### config.mk
export PLATFORM = sky130hd
export DESIGN_NAME = ext_bus_ctrl
export DESIGN_NICKNAME = d
export VERILOG_FILES = /design/src/rtl/ebc_pkg.sv /design/src/rtl/ebc_clkdiv.sv /design/src/rtl/ebc_req_reg.sv /design/src/rtl/ebc_seq.sv /design/src/rtl/ebc_pin_drv.sv /design/src/rtl/ebc_rdata.sv /design/src/rtl/ext_bus_ctrl.sv
export SDC_FILE = /design/constraint.sdc
export NUM_CORES = 1
export LEC_CHECK = 0
export ABC_CLOCK_PERIOD_IN_PS = 2240
export BUFFER_PORTS_ARGS = -buffer_cell sky130_fd_sc_hd__buf_2
export CAP_MARGIN = 5
export CORE_ASPECT_RATIO = 0.7
export CORE_MARGIN = 4
export CORE_UTILIZATION = 42
export CTS_BUF_LIST = sky130_fd_sc_hd__clkbuf_4 sky130_fd_sc_hd__clkbuf_8 sky130_fd_sc_hd__clkbuf_16
export DETAILED_ROUTE_END_ITERATION = 12
export PLACE_DENSITY_LB_ADDON = 0.2
export SETUP_SLACK_MARGIN = 0.05
export SYNTH_ARGS = -nofsm -noshare
export SYNTH_HDL_FRONTEND = slang
export SYNTH_SLANG_ARGS = --single-unit
### constraint.sdc
create_clock -name clk -period 2.24 [get_ports clk]
set_input_delay 0.112 -clock clk [delete_from_list [all_inputs] [get_ports clk]]
set_output_delay 0.112 -clock clk [all_outputs]
set_load 0.005 [all_outputs]
### src/rtl/ebc_pkg.sv
package ebc_pkg;

  // Bus cycle phases; one input clock per active phase.
  typedef enum logic [2:0] {
    PH_IDLE = 3'd0,
    PH_ADDR = 3'd1,
    PH_STRB = 3'd2,
    PH_DATA = 3'd3,
    PH_REL  = 3'd4
  } phase_e;

endpackage

### src/rtl/ebc_clkdiv.sv
module ebc_clkdiv (
  input  logic clk,
  input  logic rst_n,
  input  logic hold,
  output logic ck_o
);

  logic ck_q;
  logic ck_d;

  always_comb begin
    if (hold) ck_d = 1'b0;
    else      ck_d = ~ck_q;
  end

  always_ff @(posedge clk or negedge rst_n) begin
    if (!rst_n) ck_q <= 1'b0;
    else        ck_q <= ck_d;
  end

  assign ck_o = ck_q;

endmodule

### src/rtl/ebc_req_reg.sv
module ebc_req_reg #(
  parameter int W = 16
) (
  input  logic         clk,
  input  logic         rst_n,
  input  logic         load,
  input  logic [W-1:0] addr_i,
  input  logic [W-1:0] wdata_i,
  input  logic         write_i,
  input  logic         fetch_i,
  input  logic         word_i,
  input  logic         wide_i,
  output logic [W-1:0] addr_o,
  output logic [W-1:0] wdata_o,
  output logic         write_o,
  output logic         fetch_o,
  output logic         word_o,
  output logic         wide_o,
  output logic         split_o
);

  always_ff @(posedge clk or negedge rst_n) begin
    if (!rst_n) begin
      addr_o  <= '0;
      wdata_o <= '0;
      write_o <= 1'b0;
      fetch_o <= 1'b0;
      word_o  <= 1'b0;
      wide_o  <= 1'b0;
    end else if (load) begin
      addr_o  <= addr_i;
      wdata_o <= wdata_i;
      write_o <= write_i;
      fetch_o <= fetch_i;
      word_o  <= word_i;
      wide_o  <= wide_i;
    end
  end

  // A word on a narrow bus needs two byte cycles.
  assign split_o = word_o & ~wide_o;

endmodule

### src/rtl/ebc_seq.sv
module ebc_seq
  import ebc_pkg::*;
(
  input  logic   clk,
  input  logic   rst_n,
  input  logic   start,
  input  logic   split,
  output phase_e phase,
  output logic   beat,
  output logic   done
);

  phase_e phase_q, phase_d;
  logic   beat_q,  beat_d;
  logic   done_q,  done_d;
  logic   last_beat;

  assign last_beat = ~split | beat_q;

  always_comb begin
    phase_d = phase_q;
    beat_d  = beat_q;
    done_d  = 1'b0;
    case (phase_q)
      PH_IDLE: begin
        if (start) begin
          phase_d = PH_ADDR;
          beat_d  = 1'b0;
        end
      end
      PH_ADDR: phase_d = PH_STRB;
      PH_STRB: phase_d = PH_DATA;
      PH_DATA: phase_d = PH_REL;
      PH_REL: begin
        if (last_beat) begin
          phase_d = PH_IDLE;
          done_d  = 1'b1;
        end else begin
          phase_d = PH_ADDR;
          beat_d  = 1'b1;
        end
      end
      default: phase_d = PH_IDLE;
    endcase
  end

  always_ff @(posedge clk or negedge rst_n) begin
    if (!rst_n) begin
      phase_q <= PH_IDLE;
      beat_q  <= 1'b0;
      done_q  <= 1'b0;
    end else begin
      phase_q <= phase_d;
      beat_q  <= beat_d;
      done_q  <= done_d;
    end
  end

  assign phase = phase_q;
  assign beat  = beat_q;
  assign done  = done_q;

endmodule

### src/rtl/ebc_pin_drv.sv
module ebc_pin_drv
  import ebc_pkg::*;
#(
  parameter int W = 16
) (
  input  phase_e       phase,
  input  logic         beat,
  input  logic [W-1:0] addr,
  input  logic [W-1:0] wdata,
  input  logic         write,
  input  logic         fetch,
  input  logic         word,
  input  logic         wide,
  input  logic         split,
  input  logic         ale_mode,
  output logic [W-1:0] ad_o,
  output logic         ad_oe,
  output logic         rd_n,
  output logic         wr_n,
  output logic         astb,
  output logic         fetch_o
);

  localparam int HALF = W / 2;

  logic [W-1:0]    cyc_addr;
  logic [W-1:0]    lane;
  logic [HALF-1:0] sel_byte;

  always_comb begin
    cyc_addr = addr;
    if (split) cyc_addr[0] = beat;
  end

  always_comb begin
    sel_byte = beat ? wdata[W-1:HALF] : wdata[HALF-1:0];
    if (word && wide) lane = wdata;
    else              lane = {{(W-HALF){1'b0}}, sel_byte};
  end

  always_comb begin
    rd_n    = 1'b1;
    wr_n    = 1'b1;
    ad_oe   = 1'b0;
    ad_o    = '0;
    astb    = ~ale_mode;
    fetch_o = 1'b0;
    case (phase)
      PH_ADDR: begin
        ad_oe   = 1'b1;
        ad_o    = cyc_addr;
        astb    = ale_mode;
        fetch_o = fetch;
      end
      PH_STRB, PH_DATA: begin
        rd_n    = write;
        wr_n    = ~write;
        ad_oe   = write;
        ad_o    = write ? lane : '0;
        astb    = 1'b0;
        fetch_o = fetch;
      end
      PH_REL: begin
        fetch_o = fetch;
      end
      default: ;
    endcase
  end

endmodule

### src/rtl/ebc_rdata.sv
module ebc_rdata
  import ebc_pkg::*;
#(
  parameter int W = 16
) (
  input  logic         clk,
  input  logic         rst_n,
  input  phase_e       phase,
  input  logic         beat,
  input  logic         write,
  input  logic         word,
  input  logic         wide,
  input  logic [W-1:0] bus_i,
  output logic [W-1:0] rdata
);

  localparam int HALF = W / 2;

  logic         cap_en;
  logic [W-1:0] rdata_d;

  assign cap_en = (phase == PH_DATA) && !write;

  always_comb begin
    rdata_d = rdata;
    if (word && wide)  rdata_d = bus_i;
    else if (beat)     rdata_d[W-1:HALF] = bus_i[HALF-1:0];
    else               rdata_d = {{(W-HALF){1'b0}}, bus_i[HALF-1:0]};
  end

  always_ff @(posedge clk or negedge rst_n) begin
    if (!rst_n)      rdata <= '0;
    else if (cap_en) rdata <= rdata_d;
  end

endmodule

### src/rtl/ext_bus_ctrl.sv
module ext_bus_ctrl
  import ebc_pkg::*;
#(
  parameter int W = 16
) (
  input  logic         clk,
  input  logic         rst_n,
  input  logic         req_valid,
  input  logic [W-1:0] req_addr,
  input  logic [W-1:0] req_wdata,
  input  logic         req_write,
  input  logic         req_fetch,
  input  logic         req_word,
  output logic         req_busy,
  output logic         req_done,
  output logic [W-1:0] rsp_rdata,
  input  logic         cfg_ale_mode,
  input  logic         cfg_width_en,
  input  logic         cfg_clkout_dis,
  input  logic         pin_buswide,
  input  logic [W-1:0] bus_ad_i,
  output logic [W-1:0] bus_ad_o,
  output logic         bus_ad_oe,
  output logic         rd_n,
  output logic         wr_n,
  output logic         astb,
  output logic         fetch_ind,
  output logic         clk_half
);

  phase_e       phase;
  logic         beat;
  logic         start;
  logic [W-1:0] r_addr, r_wdata;
  logic         r_write, r_fetch, r_word, r_wide, r_split;

  assign req_busy = (phase != PH_IDLE);
  assign start    = req_valid & ~req_busy;

  ebc_req_reg #(.W(W)) u_req (
    .clk     (clk),
    .rst_n   (rst_n),
    .load    (start),
    .addr_i  (req_addr),
    .wdata_i (req_wdata),
    .write_i (req_write),
    .fetch_i (req_fetch),
    .word_i  (req_word),
    .wide_i  (cfg_width_en & pin_buswide),
    .addr_o  (r_addr),
    .wdata_o (r_wdata),
    .write_o (r_write),
    .fetch_o (r_fetch),
    .word_o  (r_word),
    .wide_o  (r_wide),
    .split_o (r_split)
  );

  ebc_seq u_seq (
    .clk   (clk),
    .rst_n (rst_n),
    .start (start),
    .split (r_split),
    .phase (phase),
    .beat  (beat),
    .done  (req_done)
  );

  ebc_pin_drv #(.W(W)) u_pins (
    .phase    (phase),
    .beat     (beat),
    .addr     (r_addr),
    .wdata    (r_wdata),
    .write    (r_write),
    .fetch    (r_fetch),
    .word     (r_word),
    .wide     (r_wide),
    .split    (r_split),
    .ale_mode (cfg_ale_mode),
    .ad_o     (bus_ad_o),
    .ad_oe    (bus_ad_oe),
    .rd_n     (rd_n),
    .wr_n     (wr_n),
    .astb     (astb),
    .fetch_o  (fetch_ind)
  );

  ebc_rdata #(.W(W)) u_rdata (
    .clk   (clk),
    .rst_n (rst_n),
    .phase (phase),
    .beat  (beat),
    .write (r_write),
    .word  (r_word),
    .wide  (r_wide),
    .bus_i (bus_ad_i),
    .rdata (rsp_rdata)
  );

  ebc_clkdiv u_ckdiv (
    .clk   (clk),
    .rst_n (rst_n),
    .hold  (cfg_clkout_dis),
    .ck_o  (clk_half)
  );

endmodule

* Word level (Yosys, flattened, before mapping)
Index checks and enable logic that the tools add are counted.
Cells by class: add/sub/neg operators 0, $mul 0, divide/modulo/power cells 0, magnitude comparators 0, eq/ne operators 7, shift operators 0, multiplexer cells 22, bitwise logic cells 10, reduce and logical (&&, ||, !) cells 10
Operator list (count):
- 16-bit two-way mux | 3
- 16-bit case mux with 2 select lines | 1
- 8-bit two-way mux | 3
- 3-bit case mux with 5 select lines | 1
- 1-bit two-way mux | 10
- 3-bit by 2-bit == test with 1-bit output, second input constant | 2
- 1-bit inverter | 6
- 1-bit case mux with 2 select lines | 3
- 2-bit inequality test, second input constant | 2
- 4-bit OR reduction | 1
- 1-bit AND | 3
- 3-bit by 1-bit == test with 1-bit output, second input constant | 1
- 3-bit == test, second input constant | 1
- 3-bit logical NOT | 1
- 3-bit two-way mux | 1
- 3-bit AND reduction | 1
- 3-bit nonzero test | 1
- 1-bit logical AND | 2
- 2-bit by 1-bit inequality test with 1-bit output, second input constant | 1
- 2-bit AND reduction | 1
- 2-bit nonzero test | 1
- 2-bit OR reduction | 1
- 1-bit logical NOT | 1
- 1-bit bitwise OR | 1
Word-level totals: register bits after elaboration 58, bits in latches 0, bits in writable memories 0, memory bits (read-only) 0, memories 0

* Logic depth before layout (Yosys ltp)
word-level depth 6, mapped depth 6, gate-level depth less buffers 3

* Cells and area by module
From an unflattened synthesis, not the netlist that was laid out.
Second synthesis, totals: cell total of the unflattened synthesis 215, area, all modules 2842.7 sq um
Modules (own cells, without submodules):
- ebc_req_reg | times used 1, cells an instance 77, area an instance 1496.4 sq um, sequential area each 900.9 sq um
- ebc_rdata | times used 1, cells an instance 64, area an instance 711.9 sq um, sequential area each 400.4 sq um
- ebc_pin_drv | times used 1, cells an instance 51, area an instance 370.4 sq um, sequential area each 0.0 sq um
- ebc_seq | times used 1, cells an instance 18, area an instance 214.0 sq um, sequential area each 125.1 sq um
- ebc_clkdiv | times used 1, cells an instance 2, area an instance 28.8 sq um, sequential area each 25.0 sq um
- ext_bus_ctrl | times used 1, cells an instance 3, area an instance 21.3 sq um, sequential area each 0.0 sq um

* Least setup slack after synthesis
No wires, ideal clock.
path type register to register, start register u_seq.phase_q[0] (netlist: u_seq.phase[0]), end register u_req.addr_o[12], setup time 0.127 ns, data arrival time 1.401 ns, data required time 2.113 ns, setup slack 0.711 ns, stages on the path, launching flop included 6, period minus slack after synthesis 1.529 ns, cells stage by stage dfrtp_1 -> buf_2 -> nor4b_2 -> buf_4 -> buf_6 -> mux2_1
Between the ends: cells in the longest elaborated chain, start to end 3
RTL lines:
- start: declaration | line ebc_seq.sv:13 | phase_e phase_q, phase_d;
- start signal: assignment | line ebc_seq.sv:53 | phase_q <= phase_d;
- 3-bit nonzero test | line ext_bus_ctrl.sv:37 | assign req_busy = (phase != PH_IDLE);
- 1-bit inverter | line ext_bus_ctrl.sv:38 | assign start = req_valid & ~req_busy;
- 1-bit AND | line ext_bus_ctrl.sv:38
- end signal: assignment | line ebc_req_reg.sv:31 | addr_o <= addr_i;
- end: declaration | line ebc_req_reg.sv:13 | output logic [W-1:0] addr_o,
Every way passes these cells. A chain may end at the register's enable or synchronous reset.

* Worst setup path in the final report
start register u_seq.phase_q[1] (netlist: u_seq.phase[1]), end output bus_ad_o[5]
Between the ends: cells in the longest elaborated chain, start to end 3
RTL lines:
- 3-bit by 2-bit == test with 1-bit output | line ebc_pin_drv.sv:48 | case (phase)
- 2-bit OR reduction | line ebc_pin_drv.sv:48
- 16-bit case mux with 2 select lines (*) | line ebc_pin_drv.sv:48
- end: declaration | line ext_bus_ctrl.sv:22 | output logic [W-1:0] bus_ad_o,
Mark *: on every way between the ends. The rest lies on a longest branch, timed or not.

==> key figures <==
Status
  – Status: complete, no violations

Worst setup path
  – Launching point of the worst reg2reg path: u_seq.phase[1]
  – Crit path launch type: flip-flop
  – Critical path capture point type: primary output
  – Crit Path Max Fanout: 13
  – Setup slack, reg-to-reg: 480 ps
  – Reg2Reg Depth: 3
  – Critical R2R Capture: u_rdata.rdata[0]
  – Worst path required time: around 2100 ps
  – Worst setup path category: flip-flop to primary output
  – Crit path DAT: ~1900 ps

GRT
  – First-pass GRT wire length: between 10000 and 15000 microns
  – Grt total ovfl: 0
  – Vias in the first global route: about 2200
  – GRT Overall Usage: approximately a fifth
  – Pin count of the biggest net entering global routing: 29
  – Initial antenna violation count: 0

Hold path
  – Hold Startpoint: req_wdata[5]
  – Hold Crit Class: input port to flip-flop
  – Worst Hold End: u_req.wdata_o[5]
  – Hold Path Stages: 2

Pwr
  – Static Leakage: roughly 1.8 nW
  – Cell Pwr Density: between 1000 and 1500 nW/um^2
  – PnR Total Power: between 0.004 and 0.005 W
  – Reg power frac: between 30% and 40%
  – Cell Int Power: 0.00330 W
  – VDD IR max: ~0.00063 V
  – Clk pwr share: around a fifth
  – Logic pwr share: 40.4%
  – Sw frac: 33.9%
  – Net Sw Power: about 0.0017 W

Clocking
  – CTS tree: yes
  – Clock latency on the worst-skew pair: around 330 ps
  – H-tree depth: 3
  – Postcts setup bufs: 0
  – CTS max path bufs: 2
  – CTS Sinks: 58
  – CTS Buf Count: 9
  – Root Buffer: clkbuf_8
  – CTS clk-pin slew, worst paths: ~60 ps

Synth
  – Syn Std Cell Area: 2680 sq um
  – Commonest cells in the netlist: dfrtp_1 (58), mux2_2 (18), nand3_1 (18)
  – Post-synth EDFFs: 0
  – Syn Inst Count: 219
  – Unique masters post-synth: 33
  – Post-synth top flop: dfrtp_1
  – Synth area leader: dfrtp_1
  – Async set or reset register ratio after synthesis: 100%
  – Synth warnings: 0
  – Count leader, synth: dfrtp_1
  – Syn avg cell area: approximately 12 sq um
  – Most area-consuming cells after synthesis: dfrtp_1 (54%), mux2_2 (7.6%), mux2_1 (6.7%)
  – Sequential area share after synthesis: 54.1%
  – Post-synthesis net count: roughly 280
  – Top-area cell type share of the netlist area: roughly 54%
  – #FFs+latches synth: just under 60

Die
  – I/O pins: 98
  – Core Rows: 24
  – Die width: 104 microns
  – Initial Util: 43.2%
  – Core area: 6220 sq um
  – Height of the chip: ~75 microns
  – Die area: approximately 7800 sq um

Detailed routing
  – Post-route DRC: 0
  – 1st-pass router iterations: 4
  – Avg WL per Cell: between 15 and 20 microns
  – Vias: 2153
  – Drt initial violations: between 70 and 80
  – Final WL: roughly 7000 microns
  – Vias per inst: ~5.0
  – Post-DRT Antenna Nets: 0

Timing
  – Setup violations, final: 0
  – Min Tclk post-route: 1980 ps
  – Hold_ws: about 13 ps
  – RSZ-0062 raised after global routing: no
  – Slew margin rel.: a little under three fifths
  – Hold Vio Cnt, Final: 0
  – Fin. max-slew vios: 0
  – Fmax: 505 MHz
  – Period utilisation layout: between 80% and 90%
  – Worst-Margin Slew: 651 ps
  – Clk_skew: 4.28 ps
  – Setup_tns: 0 ps

Finish
  – Post-route design area: approximately 3700 sq um
  – Syn-to-layout area delta: 39.0%
  – Layout net count: around 400
  – Antenna Cells: 0
  – Layout cells sized above 1: roughly 43%
  – Util after Layout: 60.0%

Flow run
  – Max Cap Viol: 0

Placed design
  – Routability cong.: 0.793
  – Area post-placement: ~3300 sq um
  – Port Buffer Count: 97
  – Placed wire-length estimate: 4920 microns
-- routing by layer --
layer	vias to the layer above	track usage, %	share of wire [%]
li1	1043	-	-
met1	1043	25.9	49
met2	65	28.0	45
met3	2	8.57	6.2
met4	0	5.01	0.36
met5	-	0	0
-- per-stage QoR --
step,instances,worst slack (ps)
after global routing,430,121
final,430,258
after floorplan,219,711
after CTS,427,149
after detailed placement,389,495
after global placement,389,521
-- power by group through the flow --
stage	Clock, W	Sequential (W)	Combinational (W)
after floorplan	0	0.00183	0.00139
after global placement	0	0.00197	0.00196
after detailed placement	0	0.00198	0.00200
after CTS	0.00103	0.00196	0.00204
after global routing	0.00109	0.00205	0.00224
final	0.00100	0.00197	0.00202
-- worst max path at each step --
stage	start	to	slack, ps
floorplan	u_seq.phase[0]	u_req.addr_o[12]	710
global placement	u_seq.phase[1]	bus_ad_o[15]	520
detailed placement	u_seq.phase[1]	u_rdata.rdata[0]	500
CTS	u_req.wide_o	bus_ad_o[14]	150
global route	u_seq.phase[1]	bus_ad_o[5]	120
finish	u_seq.phase[1]	bus_ad_o[5]	260
-- sequential cells by signal (all words and copies together) (netlist names) --
name,cells
u_rdata.rdata,16
u_req.addr_o,16
u_req.wdata_o,16
u_seq.phase,3
u_ckdiv.ck_o,1
u_req.fetch_o,1
u_req.wide_o,1
u_req.word_o,1
u_req.write_o,1
u_seq.beat,1
u_seq.done,1
-- logic make-up (layout without fill, tap and decap cells) --
logic type | after synthesis | count (layout) | share of synthesized area, %
AO/OA/AOI/OAI | 34 | 34 | 8.53
buffers and inverters | 19 | 152 | 4.15
multiplexers | 51 | 51 | 22.1
XOR/XNOR | 1 | 1 | 0.326
AND/OR/NAND/NOR | 56 | 56 | 10.8
flip-flops | 58 | 58 | 54.1
-- critical path: stages, from the launching register on --
cell and delay (ps):
dfrtp_1 630, nand3b_1 240, buf_4 240, o21ai_0 260, buf_2 170
-- cell type report --
type / instances / area (sq um)
Fill cell: 547 / 2480
Sequential cell: 58 / 1450
Inverter: 3 / 11.3
Timing Repair Buffer: 134 / 828
Multi-Input combinational cell: 142 / 1130
Tap cell: 78 / 97.6
Clock buffer: 13 / 173
Clock inverter: 2 / 35.0
-- what timing repair did --
action | in CTS | in global routing
endpoints found under the setup margin | 0 | 8
hold endpoints to repair | 48 | 3
hold buffers | 23 | 3
resized for setup | 0 | 1
-- cell usage in the layout (no fill, tap or decap), types with 9 or more instances in the layout --
| cell | n |
|---|---|
| clkbuf_8 | 12 |
| mux2_2 | 18 |
| nor2_1 | 13 |
| buf_2 | 97 |
| dlygate4sd3_1 | 26 |
| mux2i_1 | 9 |
| mux2_1 | 16 |
| o21ai_0 | 10 |
| buf_4 | 11 |
| a31oi_1 | 9 |
| nand2_1 | 13 |
| nand3_1 | 18 |
| dfrtp_1 | 58 |
Note: power is estimated with default switching activity, not from simulation.
